$ cat config.mk
export PLATFORM = sky130hd
export DESIGN_NAME = mvf_filter_bank
export DESIGN_NICKNAME = d
export VERILOG_FILES = /design/src/rtl/mvf_pkg.sv /design/src/rtl/mvf_sync.sv /design/src/rtl/mvf_lane.sv /design/src/rtl/mvf_filter_bank.sv
export SDC_FILE = /design/constraint.sdc
export NUM_CORES = 1
export LEC_CHECK = 0
export BUFFER_PORTS_ARGS = -buffer_cell sky130_fd_sc_hd__buf_2
export CORE_AREA = 8 8 103 105
export CTS_BUF_LIST = sky130_fd_sc_hd__clkbuf_4
export DETAILED_ROUTE_END_ITERATION = 10
export DIE_AREA = 0 0 111 113
export HOLD_SLACK_MARGIN = 0.12
export PLACE_DENSITY = 0.67
export RECOVER_POWER = 25
export SLEW_MARGIN = 10
export SYNTH_ARGS = -nofsm -noshare
export SYNTH_HDL_FRONTEND = slang
export SYNTH_SLANG_ARGS = --single-unit
$ cat constraint.sdc
create_clock -name clk -period 7.15 [get_ports clk]
set_input_delay 1.43 -clock clk [delete_from_list [all_inputs] [get_ports clk]]
set_output_delay 1.43 -clock clk [all_outputs]
set_load 0.01 [all_outputs]
$ cat src/rtl/mvf_pkg.sv
package mvf_pkg;

    typedef enum logic [1:0] {
        VOTE_HOLD  = 2'd0,
        VOTE_SET   = 2'd1,
        VOTE_CLEAR = 2'd2
    } vote_e;

    // population count of the low `width` bits of a history word
    function automatic int unsigned ones_in(logic [31:0] vec, int unsigned width);
        int unsigned n;
        n = 0;
        for (int unsigned i = 0; i < 32; i++) begin
            if (i < width && vec[i]) n++;
        end
        return n;
    endfunction

    // decision for one window: set wins if both thresholds would be met
    function automatic vote_e decide(int unsigned ones, int unsigned width, int unsigned agree);
        if (ones >= agree)              return VOTE_SET;
        else if (width - ones >= agree) return VOTE_CLEAR;
        else                            return VOTE_HOLD;
    endfunction

endpackage

$ cat src/rtl/mvf_sync.sv
module mvf_sync #(
    parameter int WIDTH  = 8,
    parameter int STAGES = 2
) (
    input  logic             clk,
    input  logic             rst_n,
    input  logic [WIDTH-1:0] async_i,
    output logic [WIDTH-1:0] sync_o
);

    logic [STAGES-1:0][WIDTH-1:0] pipe_d, pipe_q;

    always_comb begin
        pipe_d[0] = async_i;
        for (int i = 1; i < STAGES; i++) begin
            pipe_d[i] = pipe_q[i-1];
        end
    end

    always_ff @(posedge clk or negedge rst_n) begin
        if (!rst_n) pipe_q <= '0;
        else        pipe_q <= pipe_d;
    end

    assign sync_o = pipe_q[STAGES-1];

endmodule

$ cat src/rtl/mvf_lane.sv
module mvf_lane
    import mvf_pkg::*;
#(
    parameter int DEPTH = 5,
    parameter int AGREE = 4
) (
    input  logic clk,
    input  logic rst_n,
    input  logic tick_i,
    input  logic sample_i,
    output logic flt_o
);

    typedef struct packed {
        logic [DEPTH-1:0] hist;
        logic             flt;
    } lane_t;

    lane_t st_d, st_q;

    always_comb begin
        st_d = st_q;
        if (tick_i) begin
            st_d.hist = {st_q.hist[DEPTH-2:0], sample_i};
            unique case (decide(ones_in(32'(st_d.hist), DEPTH), DEPTH, AGREE))
                VOTE_SET:   st_d.flt = 1'b1;
                VOTE_CLEAR: st_d.flt = 1'b0;
                default:    st_d.flt = st_q.flt;
            endcase
        end
    end

    always_ff @(posedge clk or negedge rst_n) begin
        if (!rst_n) st_q <= '0;
        else        st_q <= st_d;
    end

    assign flt_o = st_q.flt;

    // idle strobe freezes history and output
    a_r2_idle_hold: assert property (@(posedge clk) disable iff (!rst_n)
        !tick_i |=> ($stable(flt_o) && $stable(st_q.hist)));

    // enough 1s after the shift drives the output high
    a_r3_agree_high: assert property (@(posedge clk) disable iff (!rst_n)
        (tick_i && sample_i && ($countones(st_q.hist[DEPTH-2:0]) >= AGREE - 1)) |=> flt_o);

    // enough 0s after the shift drives the output low
    a_r3_agree_low: assert property (@(posedge clk) disable iff (!rst_n)
        (tick_i && !sample_i && ($countones(~st_q.hist[DEPTH-2:0]) >= AGREE - 1)) |=> !flt_o);

    // a window meeting neither threshold keeps the output
    a_r4_split_hold: assert property (@(posedge clk) disable iff (!rst_n)
        (tick_i
         && ($countones({st_q.hist[DEPTH-2:0], sample_i}) < AGREE)
         && ($countones(~{st_q.hist[DEPTH-2:0], sample_i}) < AGREE))
        |=> $stable(flt_o));

endmodule

$ cat src/rtl/mvf_filter_bank.sv
module mvf_filter_bank #(
    parameter int CHANNELS    = 8,
    parameter int DEPTH       = 5,
    parameter int AGREE       = 4,
    parameter int SYNC_STAGES = 2
) (
    input  logic                clk,
    input  logic                rst_n,
    input  logic                tick_i,
    input  logic [CHANNELS-1:0] raw_i,
    output logic [CHANNELS-1:0] flt_o
);

    logic [CHANNELS-1:0] sampled;

    mvf_sync #(
        .WIDTH  (CHANNELS),
        .STAGES (SYNC_STAGES)
    ) u_sync (
        .clk     (clk),
        .rst_n   (rst_n),
        .async_i (raw_i),
        .sync_o  (sampled)
    );

    for (genvar c = 0; c < CHANNELS; c++) begin : g_lane
        mvf_lane #(
            .DEPTH (DEPTH),
            .AGREE (AGREE)
        ) u_lane (
            .clk      (clk),
            .rst_n    (rst_n),
            .tick_i   (tick_i),
            .sample_i (sampled[c]),
            .flt_o    (flt_o[c])
        );
    end

    // a lane whose synchronised input matches its output never moves
    a_r1_quiet_lanes: assert property (@(posedge clk) disable iff (!rst_n)
        1'b1 |=> ((($past(flt_o) ^ flt_o) & ~($past(sampled) ^ $past(flt_o))) == '0));

endmodule

==> results.md <==
* Die X at 111 um
* Final ANT Viol Nets at 0
* Clock network power share at 0.123
* Sink Count at 56
* Placement Setup Slack at 3.67 ns
* Worst Path Arrival at 3.56 ns
* Total die area at 0.0125 mm2
* Final Hold Fails at 0
* FMAX at 272 MHz
* Top_reg_cell synth: dfrtp_1
* Largest net degree at the start of global routing at 57
* WP data required at 7.03 ns
* Die H at 113 um
* First-pass GRT wire length at 13,600 um
* Critical path cell sequence: buf_2 > clkbuf_1
* Fin worst setup slack at 3.47 ns
* Placed Instance Area at 0.00478 mm2
* Crit path max fanout at 56
* Ys Warns at 0
* Cts hold-fix bufs at 0
* Area Overhead vs Synth at 3.07%
* PnR Total Power at 1.11 mW
* First-pass iteration count of the detailed router at 4
* Max-slew violations at 57
* CTS tree: done
* LEAKAGE at 2.33 nW
* Worst-Margin Slew at 2.86 ns
* ANT cells at 0
* Vias at 3,215
* Via/cell ratio at 5.34
* Worst hold path class: reg -> reg
* Port Buffer Count at 18
* Vias in the first global route at 3,215
* Critical Path Sink Type: asynchronous set/reset pin
* Status: finished, violations left
* Fin crit share at 0.515
* EDFF count, synth at 0
* CTS H-tree depth at 2
* Clk buf depth at 2
* Final core utilization at 0.538
* Fill cells at 825
* Delay-heaviest family, CP: buffers and inverters
* Syn_area_per_cell at 9.57 um2
* Row cnt at 35
* I/O pins at 19
* Setup TNS at 0 ns
* RSZ-0062 raised after global routing: false
* DP HPWL at 5610 um
* Post-CTS Resized at 0
* Total wire length at 7480 um
* Clock Skew at 0.00577 ns
* Count leader, synth: ha_1
* Power Dens Cells at 229 mW/mm2
* CTS Root Cell: clkbuf_4
* Cts bufs inserted at 5
* Clk slew on worst S/H paths at 0.14 ns
* Fin crit period at 3.68 ns
* Worst VDD drop at 110 uV
* # setup viols final at 0
* Final GP Congestion at 0.779
* Worst path max stage delay at 2.01 ns
* Total setup buffers inserted after CTS at 0
* Slowest cell on crit path: clkbuf_1
* Largest area contributor in the netlist: dfrtp_1
* Failing checks: capacitance limit, slew limit
* Buffers and inverters on the worst path at 2
* Relative slew slack at -0.909
* Sequential share of the synthesized area at 0.299
* Unique masters post-synth at 54
* Maxcap violations at 1
* Initial drt markers at 105
* Cell area after layout at 0.00483 mm2
* Wire length per cell at 12.4 um
* Cells after synthesis at 490
* Setup CP Type: in -> async
* CP startpoint kind: primary input
* Reg power frac at 0.398
* Psw at 0.441 mW
* Top-area cell type share of the netlist area at 0.299
* Gr usage total at 0.123
* Synthesized area at 0.00469 mm2
* Clock latency on the worst-skew pair at 0.36 ns
* Top post-synthesis cells by area: dfrtp_1 30%, ha_1 19%, mux2_2 6.0%, inv_1 4.2%, nand2_1 3.4%
* Fraction of layout cells with a size suffix above 1 at 0.122
* Commonest cells in the netlist: 72 x ha_1, 56 x dfrtp_1, 52 x inv_1
* Grt ovf at 0
* Core Area at 0.00898 mm2
* DRC at 0
* Synthesized flop and latch total at 56
* Sw Share at 0.399
* Nets at 573
* Initial Util at 0.522
* Total internal power at 0.665 mW
* Initial antenna violation count at 0
* Gate power share at 0.479
* Async SR Flop Fraction at 1.00
path summary, 6_finish.rpt:
check	cells past startpoint	from	to	slack, ns
worst max-delay path	2	rst_n	g_lane[1].u_lane.st_q[4]	3.47
min in group asynchronous	2	rst_n	u_sync.sync_o[3]	2.06
worst min-delay path	0	u_sync.pipe_d[8]	u_sync.sync_o[0]	0.37
worst min register to register	0	u_sync.pipe_d[8]	u_sync.sync_o[0]	0.37
worst max register to register	14	g_lane[4].u_lane.st_q[1]	g_lane[4].u_lane.flt_o	3.66
max in group clk	14	g_lane[4].u_lane.st_q[1]	g_lane[4].u_lane.flt_o	3.66
placed cells by master, fill, tap and decap left out, types with 3 or more instances in the layout:
cell type / count
ha_1: 72
dfrtp_1: 56
inv_1: 52
nand2_1: 43
o21ai_0: 30
a21oi_1: 26
mux2_2: 25
buf_2: 18
nand2b_1: 17
xor2_1: 17
nand3_1: 15
xnor2_1: 12
nor3_1: 11
mux2i_1: 9
conb_1: 8
nand4bb_1: 7
clkbuf_4: 7
nand4b_1: 5
a31oi_1: 5
o21a_1: 4
xnor3_1: 3
o32ai_1: 3
nor4bb_1: 3
or4_1: 3
power by group through the flow:
stage	logic (mW)	clock network, mW	registers (mW)
after floorplan	0.498	0	0.395
after global placement	0.512	0	0.445
after detailed placement	0.532	0	0.447
after CTS	0.536	0.145	0.440
after global routing	0.615	0.154	0.452
final	0.530	0.136	0.440
cells by family after synthesis:
kind of cell | count (synthesis) | synth area share
buf+inv | 87 | 0.0806
simple gates | 113 | 0.136
other cells | 1 | 0.000800
compound gates | 92 | 0.128
xor+xnor | 35 | 0.0843
mux | 34 | 0.0792
fa+ha+maj | 72 | 0.192
flops | 56 | 0.299
registers in the layout (all words and copies together) (netlist names):
register             cells
u_sync.sync_o            8
g_lane.u_lane.st_q      32
u_sync.pipe_d            8
g_lane.u_lane.flt_o      8
cell type report:
class	instances	area [um2]	share of cell area
multi-input combinational	354	2940	0.608
sequential	56	1400	0.290
inverter	53	199	0.0412
tap	111	139	0.0287
timing repair buffer	20	101	0.0210
clock buffer	7	52.6	0.0109
clock inverter	1	3.75	0.000777
worst reg2reg max path, delay by kind of cell (launching register included):
kind / cells / cell delay [ns]
muxes: 2 / 0.51
buffers and inverters: 1 / 0.09
AOI/OAI and AO/OA: 4 / 0.78
DFF: 1 / 0.42
xor gates and xnor gates: 2 / 0.62
and+or+nand+nor: 2 / 0.11
adders and majority gates: 3 / 0.85
per-stage QoR:
stage                     hold slack, ns  cells
final                              0.370    602
after global routing               0.384    602
after CTS                          0.374    602
after detailed placement           0.340    594
after global placement             0.336    594
after floorplan                    0.331    497
metal layers:
| metal | part of all wire | track usage |
|---|---|---|
| met1 | 0.47 | 0.146 |
| met2 | 0.50 | 0.226 |
| met3 | 0.019 | 0.0180 |
| met4 | 0.0064 | 0.0279 |
| met5 | 0 | 0 |
No activity file was read; power rests on OpenSTA's default activity.
